**src/rtl/zp_pkg.sv**
```systemverilog
package zp_pkg;

   localparam int ZP_FINE_W   = 16;
   localparam int ZP_COARSE_W = 5;
   localparam int ZP_FRAC_W   = 8;
   localparam int ZP_SHIFT_W  = 6;
   localparam int ZP_LATENCY  = 5;

   typedef struct packed {
      logic [ZP_COARSE_W-1:0] coarse;
      logic [ZP_FINE_W-1:0]   fine;
      logic                   ycc;
   } zp_ctrl_t;

   function automatic logic [ZP_SHIFT_W-1:0] zp_shift_amount(input logic [ZP_COARSE_W-1:0] c);
      logic [ZP_COARSE_W-1:0] eff;
      eff = (c == '0) ? ZP_COARSE_W'(1) : c;
      return ZP_SHIFT_W'(eff) + ZP_SHIFT_W'(ZP_FRAC_W);
   endfunction

endpackage

```
**src/rtl/zp_delta.sv**
```systemverilog
module zp_delta
   import zp_pkg::*;
#(
   parameter int COORD_W = 14
) (
   input  logic                      clk,
   input  logic                      rst_n,
   input  logic                      in_valid,
   input  zp_ctrl_t                  in_ctrl,
   input  logic [COORD_W-1:0]        pos_x,
   input  logic [COORD_W-1:0]        pos_y,
   input  logic [COORD_W-1:0]        org_x,
   input  logic [COORD_W-1:0]        org_y,
   output logic                      out_valid,
   output zp_ctrl_t                  out_ctrl,
   output logic signed [COORD_W:0]   dist_x,
   output logic signed [COORD_W:0]   dist_y
);

   localparam int AXES = 2;

   logic [COORD_W-1:0]      pos_a [AXES];
   logic [COORD_W-1:0]      org_a [AXES];
   logic signed [COORD_W:0] dist_q [AXES];

   always_comb begin
      pos_a[0] = pos_x;
      pos_a[1] = pos_y;
      org_a[0] = org_x;
      org_a[1] = org_y;
   end

   for (genvar a = 0; a < AXES; a++) begin : g_axis
      always_ff @(posedge clk or negedge rst_n) begin
         if (!rst_n) begin
            dist_q[a] <= '0;
         end else begin
            dist_q[a] <= $signed({1'b0, pos_a[a]}) - $signed({1'b0, org_a[a]});
         end
      end
   end

   always_ff @(posedge clk or negedge rst_n) begin
      if (!rst_n) begin
         out_valid <= 1'b0;
         out_ctrl  <= '0;
      end else begin
         out_valid <= in_valid;
         out_ctrl  <= in_ctrl;
      end
   end

   assign dist_x = dist_q[0];
   assign dist_y = dist_q[1];

endmodule

```
**src/rtl/zp_energy.sv**
```systemverilog
module zp_energy
   import zp_pkg::*;
#(
   parameter int COORD_W = 14,
   localparam int SQ_W   = 2 * COORD_W + 1,
   localparam int PROD_W = SQ_W + ZP_FINE_W
) (
   input  logic                    clk,
   input  logic                    rst_n,
   input  logic                    in_valid,
   input  zp_ctrl_t                in_ctrl,
   input  logic signed [COORD_W:0] dist_x,
   input  logic signed [COORD_W:0] dist_y,
   output logic                    out_valid,
   output zp_ctrl_t                out_ctrl,
   output logic [PROD_W-1:0]       energy
);

   logic [COORD_W:0]   neg_x, neg_y;
   logic [COORD_W-1:0] mag_x, mag_y;
   logic [SQ_W-1:0]    sq_sum;
   logic [SQ_W-1:0]    sq_q;
   logic               mid_valid;
   zp_ctrl_t           mid_ctrl;

   always_comb begin
      neg_x  = -dist_x;
      neg_y  = -dist_y;
      mag_x  = dist_x[COORD_W] ? neg_x[COORD_W-1:0] : dist_x[COORD_W-1:0];
      mag_y  = dist_y[COORD_W] ? neg_y[COORD_W-1:0] : dist_y[COORD_W-1:0];
      sq_sum = SQ_W'(mag_x) * SQ_W'(mag_x) + SQ_W'(mag_y) * SQ_W'(mag_y);
   end

   always_ff @(posedge clk or negedge rst_n) begin
      if (!rst_n) begin
         sq_q      <= '0;
         mid_valid <= 1'b0;
         mid_ctrl  <= '0;
      end else begin
         sq_q      <= sq_sum;
         mid_valid <= in_valid;
         mid_ctrl  <= in_ctrl;
      end
   end

   always_ff @(posedge clk or negedge rst_n) begin
      if (!rst_n) begin
         energy    <= '0;
         out_valid <= 1'b0;
         out_ctrl  <= '0;
      end else begin
         energy    <= PROD_W'(sq_q) * PROD_W'(mid_ctrl.fine);
         out_valid <= mid_valid;
         out_ctrl  <= mid_ctrl;
      end
   end

endmodule

```
**src/rtl/zp_wave.sv**
```systemverilog
module zp_wave
   import zp_pkg::*;
#(
   parameter int SAMPLE_W = 10,
   parameter int PROD_W   = 45
) (
   input  logic                clk,
   input  logic                rst_n,
   input  logic                in_valid,
   input  zp_ctrl_t            in_ctrl,
   input  logic [PROD_W-1:0]   energy,
   output logic                out_valid,
   output zp_ctrl_t            out_ctrl,
   output logic [SAMPLE_W-1:0] luma
);

   logic [ZP_SHIFT_W-1:0] shamt;
   logic [PROD_W-1:0]     phase;
   logic [SAMPLE_W-1:0]   ramp;
   logic [SAMPLE_W-1:0]   tri_val;

   always_comb begin
      shamt   = zp_shift_amount(in_ctrl.coarse);
      phase   = energy >> shamt;
      ramp    = phase[SAMPLE_W-1:0];
      tri_val = phase[SAMPLE_W] ? ~ramp : ramp;
   end

   always_ff @(posedge clk or negedge rst_n) begin
      if (!rst_n) begin
         luma      <= '0;
         out_valid <= 1'b0;
         out_ctrl  <= '0;
      end else begin
         luma      <= tri_val;
         out_valid <= in_valid;
         out_ctrl  <= in_ctrl;
      end
   end

endmodule

```
**src/rtl/zp_gen.sv**
```systemverilog
module zp_gen
   import zp_pkg::*;
#(
   parameter int SAMPLE_W = 10,
   parameter int NUM_CHAN = 3,
   parameter int COORD_W  = 14,
   localparam int SQ_W    = 2 * COORD_W + 1,
   localparam int PROD_W  = SQ_W + ZP_FINE_W,
   localparam int DATA_W  = NUM_CHAN * SAMPLE_W
) (
   input  logic                   clk,
   input  logic                   rst_n,
   input  logic                   coord_valid,
   input  logic [COORD_W-1:0]     coord_x,
   input  logic [COORD_W-1:0]     coord_y,
   input  logic [COORD_W-1:0]     origin_x,
   input  logic [COORD_W-1:0]     origin_y,
   input  logic [ZP_COARSE_W-1:0] coarse_shift,
   input  logic [ZP_FINE_W-1:0]   fine_gain,
   input  logic                   ycc_mode,
   output logic                   pix_valid,
   output logic [DATA_W-1:0]      pix_data
);

   initial begin
      assert (SAMPLE_W >= 8 && SAMPLE_W <= 16)
         else $error("zp_gen: SAMPLE_W must be 8..16");
      assert (NUM_CHAN >= 1 && NUM_CHAN <= 4)
         else $error("zp_gen: NUM_CHAN must be 1..4");
      assert (COORD_W >= 2 && COORD_W <= 14)
         else $error("zp_gen: COORD_W must be 2..14");
   end

   localparam logic [SAMPLE_W-1:0] MID_GREY = SAMPLE_W'(1) << (SAMPLE_W - 1);

   zp_ctrl_t in_ctrl;
   assign in_ctrl = '{coarse: coarse_shift, fine: fine_gain, ycc: ycc_mode};

   logic                    s1_valid, s3_valid, s4_valid;
   zp_ctrl_t                s1_ctrl, s3_ctrl, s4_ctrl;
   logic signed [COORD_W:0] s1_dx, s1_dy;
   logic [PROD_W-1:0]       s3_energy;
   logic [SAMPLE_W-1:0]     s4_luma;

   zp_delta #(.COORD_W(COORD_W)) u_delta (
      .clk       (clk),
      .rst_n     (rst_n),
      .in_valid  (coord_valid),
      .in_ctrl   (in_ctrl),
      .pos_x     (coord_x),
      .pos_y     (coord_y),
      .org_x     (origin_x),
      .org_y     (origin_y),
      .out_valid (s1_valid),
      .out_ctrl  (s1_ctrl),
      .dist_x    (s1_dx),
      .dist_y    (s1_dy)
   );

   zp_energy #(.COORD_W(COORD_W)) u_energy (
      .clk       (clk),
      .rst_n     (rst_n),
      .in_valid  (s1_valid),
      .in_ctrl   (s1_ctrl),
      .dist_x    (s1_dx),
      .dist_y    (s1_dy),
      .out_valid (s3_valid),
      .out_ctrl  (s3_ctrl),
      .energy    (s3_energy)
   );

   zp_wave #(.SAMPLE_W(SAMPLE_W), .PROD_W(PROD_W)) u_wave (
      .clk       (clk),
      .rst_n     (rst_n),
      .in_valid  (s3_valid),
      .in_ctrl   (s3_ctrl),
      .energy    (s3_energy),
      .out_valid (s4_valid),
      .out_ctrl  (s4_ctrl),
      .luma      (s4_luma)
   );

   logic [DATA_W-1:0] mapped;

   assign mapped[SAMPLE_W-1:0] = s4_luma;

   if (NUM_CHAN > 1) begin : g_chroma
      for (genvar k = 1; k < NUM_CHAN; k++) begin : g_chan
         assign mapped[k*SAMPLE_W +: SAMPLE_W] = s4_ctrl.ycc ? MID_GREY : s4_luma;
      end
   end

   always_ff @(posedge clk or negedge rst_n) begin
      if (!rst_n) begin
         pix_valid <= 1'b0;
         pix_data  <= '0;
      end else begin
         pix_valid <= s4_valid;
         pix_data  <= s4_valid ? mapped : '0;
      end
   end

endmodule

```
**config.mk**
```make
export PLATFORM = sky130hd
export DESIGN_NAME = zp_gen
export DESIGN_NICKNAME = d
export VERILOG_FILES = /design/src/rtl/zp_pkg.sv /design/src/rtl/zp_delta.sv /design/src/rtl/zp_energy.sv /design/src/rtl/zp_wave.sv /design/src/rtl/zp_gen.sv
export SDC_FILE = /design/constraint.sdc
export NUM_CORES = 2
export LEC_CHECK = 0
export BUFFER_PORTS_ARGS = -buffer_cell sky130_fd_sc_hd__buf_2
export CORE_MARGIN = 4
export CORE_UTILIZATION = 30
export CTS_BUF_LIST = sky130_fd_sc_hd__clkbuf_8
export DETAILED_ROUTE_END_ITERATION = 12
export SETUP_SLACK_MARGIN = 0.15
export SYNTH_ARGS = -nofsm -noshare
export SYNTH_HDL_FRONTEND = slang
export SYNTH_HIERARCHICAL = 1
export SYNTH_SLANG_ARGS = --single-unit
```
**constraint.sdc**
```tcl
create_clock -name clk -period 8.9 [get_ports clk]
set_clock_uncertainty 0.15 [all_clocks]
set_input_delay 2.67 -clock clk [delete_from_list [all_inputs] [get_ports clk]]
set_output_delay 2.67 -clock clk [all_outputs]
set_load 0.01 [all_outputs]
```
# After elaboration in Yosys (flattened, before gate mapping)
# Index checks and enable logic that the tools add are counted.
# totals
ff_bits	200
# classes
mul	3
n_mux	6
add_sub_neg	6
shifts	1
n_reduce_logical	1
bitwise_logic	1
# ops
op	n
multiplier 14 x 14 -> 28 bit	2
multiplier 29 x 16 -> 45 bit	1
>> shifter 45 x 6 -> 11 bit	1
2-to-1 mux 30 bit	1
subtractor 14 x 14 -> 15 bit	2
adder 28 x 28 -> 29 bit	1
2-to-1 mux 14 bit	2
negator 14 bit	2
2-to-1 mux 10 bit	2
NOT 10 bit	1
adder 5 x 4 -> 6 bit (second input constant)	1
zero test 5 bit	1
2-to-1 mux 5 bit	1

# Depth between registers and ports, before layout
# depth
depth_word	6
mapped_depth	33
ltp_nobuf	31

# Hierarchy
# The synthesis kept the hierarchy.
# modules_own_cells
module	seq_area_each_um2	area_per_inst_um2	cells_each	instances
zp_energy	3002.9	29320.6	3151	1
zp_wave	825.8	2808.9	325	1
zp_delta	1326.3	2786.4	270	1
zp_gen	525.5	762.0	53	1

# Least setup slack after synthesis
# Ideal clock, no wire load.
# synth_timing
path_kind	register -> register
from	register u_delta.dist_q (netlist bit u_delta/dist_x[0])
to	register u_energy.sq_q[27]
period_less_slack_ns	8.104
required_time_ns	8.670
t_arrival_ns	7.874
path_stages_with_launch	33
setup_slack_ns	0.796
setup_ns	0.080
path_buffers	1
cell_sequence	dfrtp_1 > clkbuf_1 > clkinv_1 > ha_1 > nand2b_1 > o41ai_2 > nand2_1 > xnor2_1 > inv_2 > nand2_1 > inv_1 > fa_1 > inv_1 > fa_1 > inv_1 > fa_1 > inv_1 > fa_1 > inv_1 > fa_1 > fa_1 > inv_1 > fa_1 > inv_1 > ha_1 > and3_1 > o211ai_1 > o21ba_2 > or3_1 > a21oi_1 > nor4b_1 > a2111oi_2 > xnor2_1
# synth_via
elab_chain_cells	4
# synth_lines
item	line	source
start: declaration	zp_delta.sv:24	logic signed [COORD_W:0] dist_q [AXES];
start signal: indexed assignment	zp_delta.sv:38	dist_q[a] <= $signed({1'b0, pos_a[a]}) - $signed({1'b0, org_a[a]});
negator 14 bit	zp_energy.sv:27	neg_x = -dist_x;
2-to-1 mux 14 bit *	zp_energy.sv:29	mag_x = dist_x[COORD_W] ? neg_x[COORD_W-1:0] : dist_x[COORD_W-1:0];
multiplier 14 x 14 -> 28 bit *	zp_energy.sv:31	sq_sum = SQ_W'(mag_x) * SQ_W'(mag_x) + SQ_W'(mag_y) * SQ_W'(mag_y);
adder 28 x 28 -> 29 bit *	zp_energy.sv:31	
named net u_energy.sq_sum[27]	zp_energy.sv:21	logic [SQ_W-1:0] sq_sum;
end signal: assignment	zp_energy.sv:40	sq_q <= sq_sum;
end: declaration	zp_energy.sv:22	logic [SQ_W-1:0] sq_q;
# The timed path passes the listed nets; every way through them passes the cells marked *.

# Worst setup path after layout
# layout_timing
from	register u_delta.dist_q (netlist bit u_delta/dist_y[3])
to	register u_energy.sq_q[27]
# layout_via
elab_chain_cells	4
# layout_lines
item	line	source
negator 14 bit	zp_energy.sv:28	neg_y = -dist_y;
2-to-1 mux 14 bit *	zp_energy.sv:30	mag_y = dist_y[COORD_W] ? neg_y[COORD_W-1:0] : dist_y[COORD_W-1:0];
multiplier 14 x 14 -> 28 bit *	zp_energy.sv:31	
adder 28 x 28 -> 29 bit *	zp_energy.sv:31	
named net u_energy.sq_sum[27]	zp_energy.sv:21	
# Marked as above.

==> impl_metrics.tcl <==
set metrics [dict create \
    timing.critical_path.buf_inv 4 \
    crit_type "register to register" \
    cts_max_path_buffers 2 \
    antenna_found_initial 4 \
    fp.dieH_um 347 \
    fin_crit_ns 8.28 \
    tns_ns 0 \
    clk_pin_slew_ns 0.14 \
    maxCapViolations 0 \
    die_x_um 347 \
    nNetsFinal 4815 \
    slowest_stage "or4_4" \
    crit_required_ns 9.24 \
    avgSynthCellArea_um2 9.20 \
    worstMarginPinSlew_ns 1.25 \
    syn-cell-area_um2 34500 \
    hold_path.class "register to register" \
    path_max_fanout 6 \
    grt_use_total_pct 14.7 \
    dpl.hpwl_mm 71.3 \
    cts_buffers 17 \
    drc 0 \
    die_area_um2 120000 \
    htreeDepth 4 \
    via_per_inst 4.68 \
    post-route-cell-area_um2 37200 \
    start_util_pct 30.2 \
    max_stage_delay_ns 0.58 \
    clock_sinks 181 \
    area_growth_pct 7.86 \
    cts_tree "built" \
    gp_congestion 0.879 \
    finalSetupViolations 0 \
    grt_max_degree 76 \
    placed_cells 5268 \
    period_share_pct 93.0 \
    critPathLaunchType "register" \
    path_common_cell "fa_1" \
    wl_per_cell_um 16.3 \
    slew-limit-headroom_pct 16.6 \
    fmax_mhz 121 \
    grt_pass1_wl_mm 142 \
    syn_inst 3745 \
    status "finished clean" \
    insertion_delay_ns 0.59 \
    first_pass_iters 5 \
    slew_violations 0 \
    finalHoldViolCount 0 \
    finalNonFillerCells 5304 \
    portBuffers 111 \
    syn_nets 4783 \
    pin_count 112 \
    rsz0062_at_grt "no" \
    num_rows 124 \
    ys_warn_count 6 \
    end_kind "register" \
    critPathTopFamily "adder cells" \
    root_buffer "clkbuf_8" \
    drtIter0Drc 1511 \
    wirelength_mm 86.3 \
    core_area_um2 114000 \
    arrival_ns 8.61 \
    overflow 0 \
    grt_pass1_vias 26654 \
    ant_nets 0 \
    drive_gt1_share_pct 6.65 \
    cts_hold_buf 0 \
    placed_cell_area_um2 36600 \
    vias 24843 \
]
[repair_timing]
| action | in CTS | in global routing |
|---|---|---|
| setup endpoints to repair | 0 | 1 |
| gates resized for setup | 0 | 10 |
| buffers inserted | 0 | 2 |
[layout by cell type, fill, tap and decap left out, drive strengths merged, types with 13 or more instances in the layout]
cell / instances
inv: 882
fa: 670
nand2: 494
ha: 287
dfrtp: 181
nor2: 172
and2: 161
buf: 154
a21oi: 108
o21ai: 98
xnor2: 86
xor2: 44
a21o: 35
nand3: 34
nor3: 30
mux2i: 28
a31oi: 21
o211ai: 20
clkinv: 19
clkbuf: 18
nor2b: 18
o21a: 14
a211oi: 14
nand4: 13
[final cells by class]
cell class / instances / area (um^2)
clock inverters: 15 / 214
clock buffers: 17 / 234
well taps: 1512 / 1890
repair buffers: 155 / 907
diodes: 2 / 5.00
multi-input cells: 2536 / 26100
fillers: 12043 / 77000
inverters: 886 / 3330
flip-flops and latches: 181 / 4530
[registers in the layout, summed over array words and instances, names as in the netlist, 6 cells and up]
register / cells
pix_data: 20
u_delta/dist_x: 15
u_delta/dist_y: 15
u_delta/out_ctrl: 22
u_energy/energy: 36
u_energy/mid_ctrl: 22
u_energy/out_ctrl: 6
u_energy/sq_q: 29
u_wave/luma: 10
[worst paths after layout]
| check | start | end | slack, ns | cells past startpoint |
|---|---|---|---|---|
| max | u_delta/dist_y[3] | u_energy/sq_q[27] | 0.62 | 26 |
| min | u_delta/out_ctrl[15] | u_energy/mid_ctrl[15] | 0.18 | 0 |
| max reg2reg | u_delta/dist_y[3] | u_energy/sq_q[27] | 0.62 | 26 |
| min reg2reg | u_delta/out_ctrl[15] | u_energy/mid_ctrl[15] | 0.18 | 0 |
| max in group asynchronous | rst_n | u_energy/mid_ctrl[11] | 5.41 | 2 |
| min in group asynchronous | rst_n | pix_data[9] | 1.86 | 1 |
[metal layers]
layer  vias to the layer above  part of all wire [%]  GRT usage, %
li1                      11435                     -             -
met4                         0                   2.5          4.07
met3                       110                   3.8          1.92
met2                       537                    51          25.8
met1                     12761                    43          18.9
met5                         -                     0             0
[through the flow]
step | hold WS (ns) | util (%) | setup slack (ns)
floorplan | 0.181 | - | 0.796
global route | 0.197 | 32.6 | 0.195
global placement | 0.183 | 32.1 | 0.678
finish | 0.176 | 32.6 | 0.623
CTS | 0.188 | 32.5 | 0.440
detailed placement | 0.185 | 32.1 | 0.493
Power is left out: the tool's default activity adds up to more than one toggle a clock period on the data nets, which glitch-free logic cannot reach.
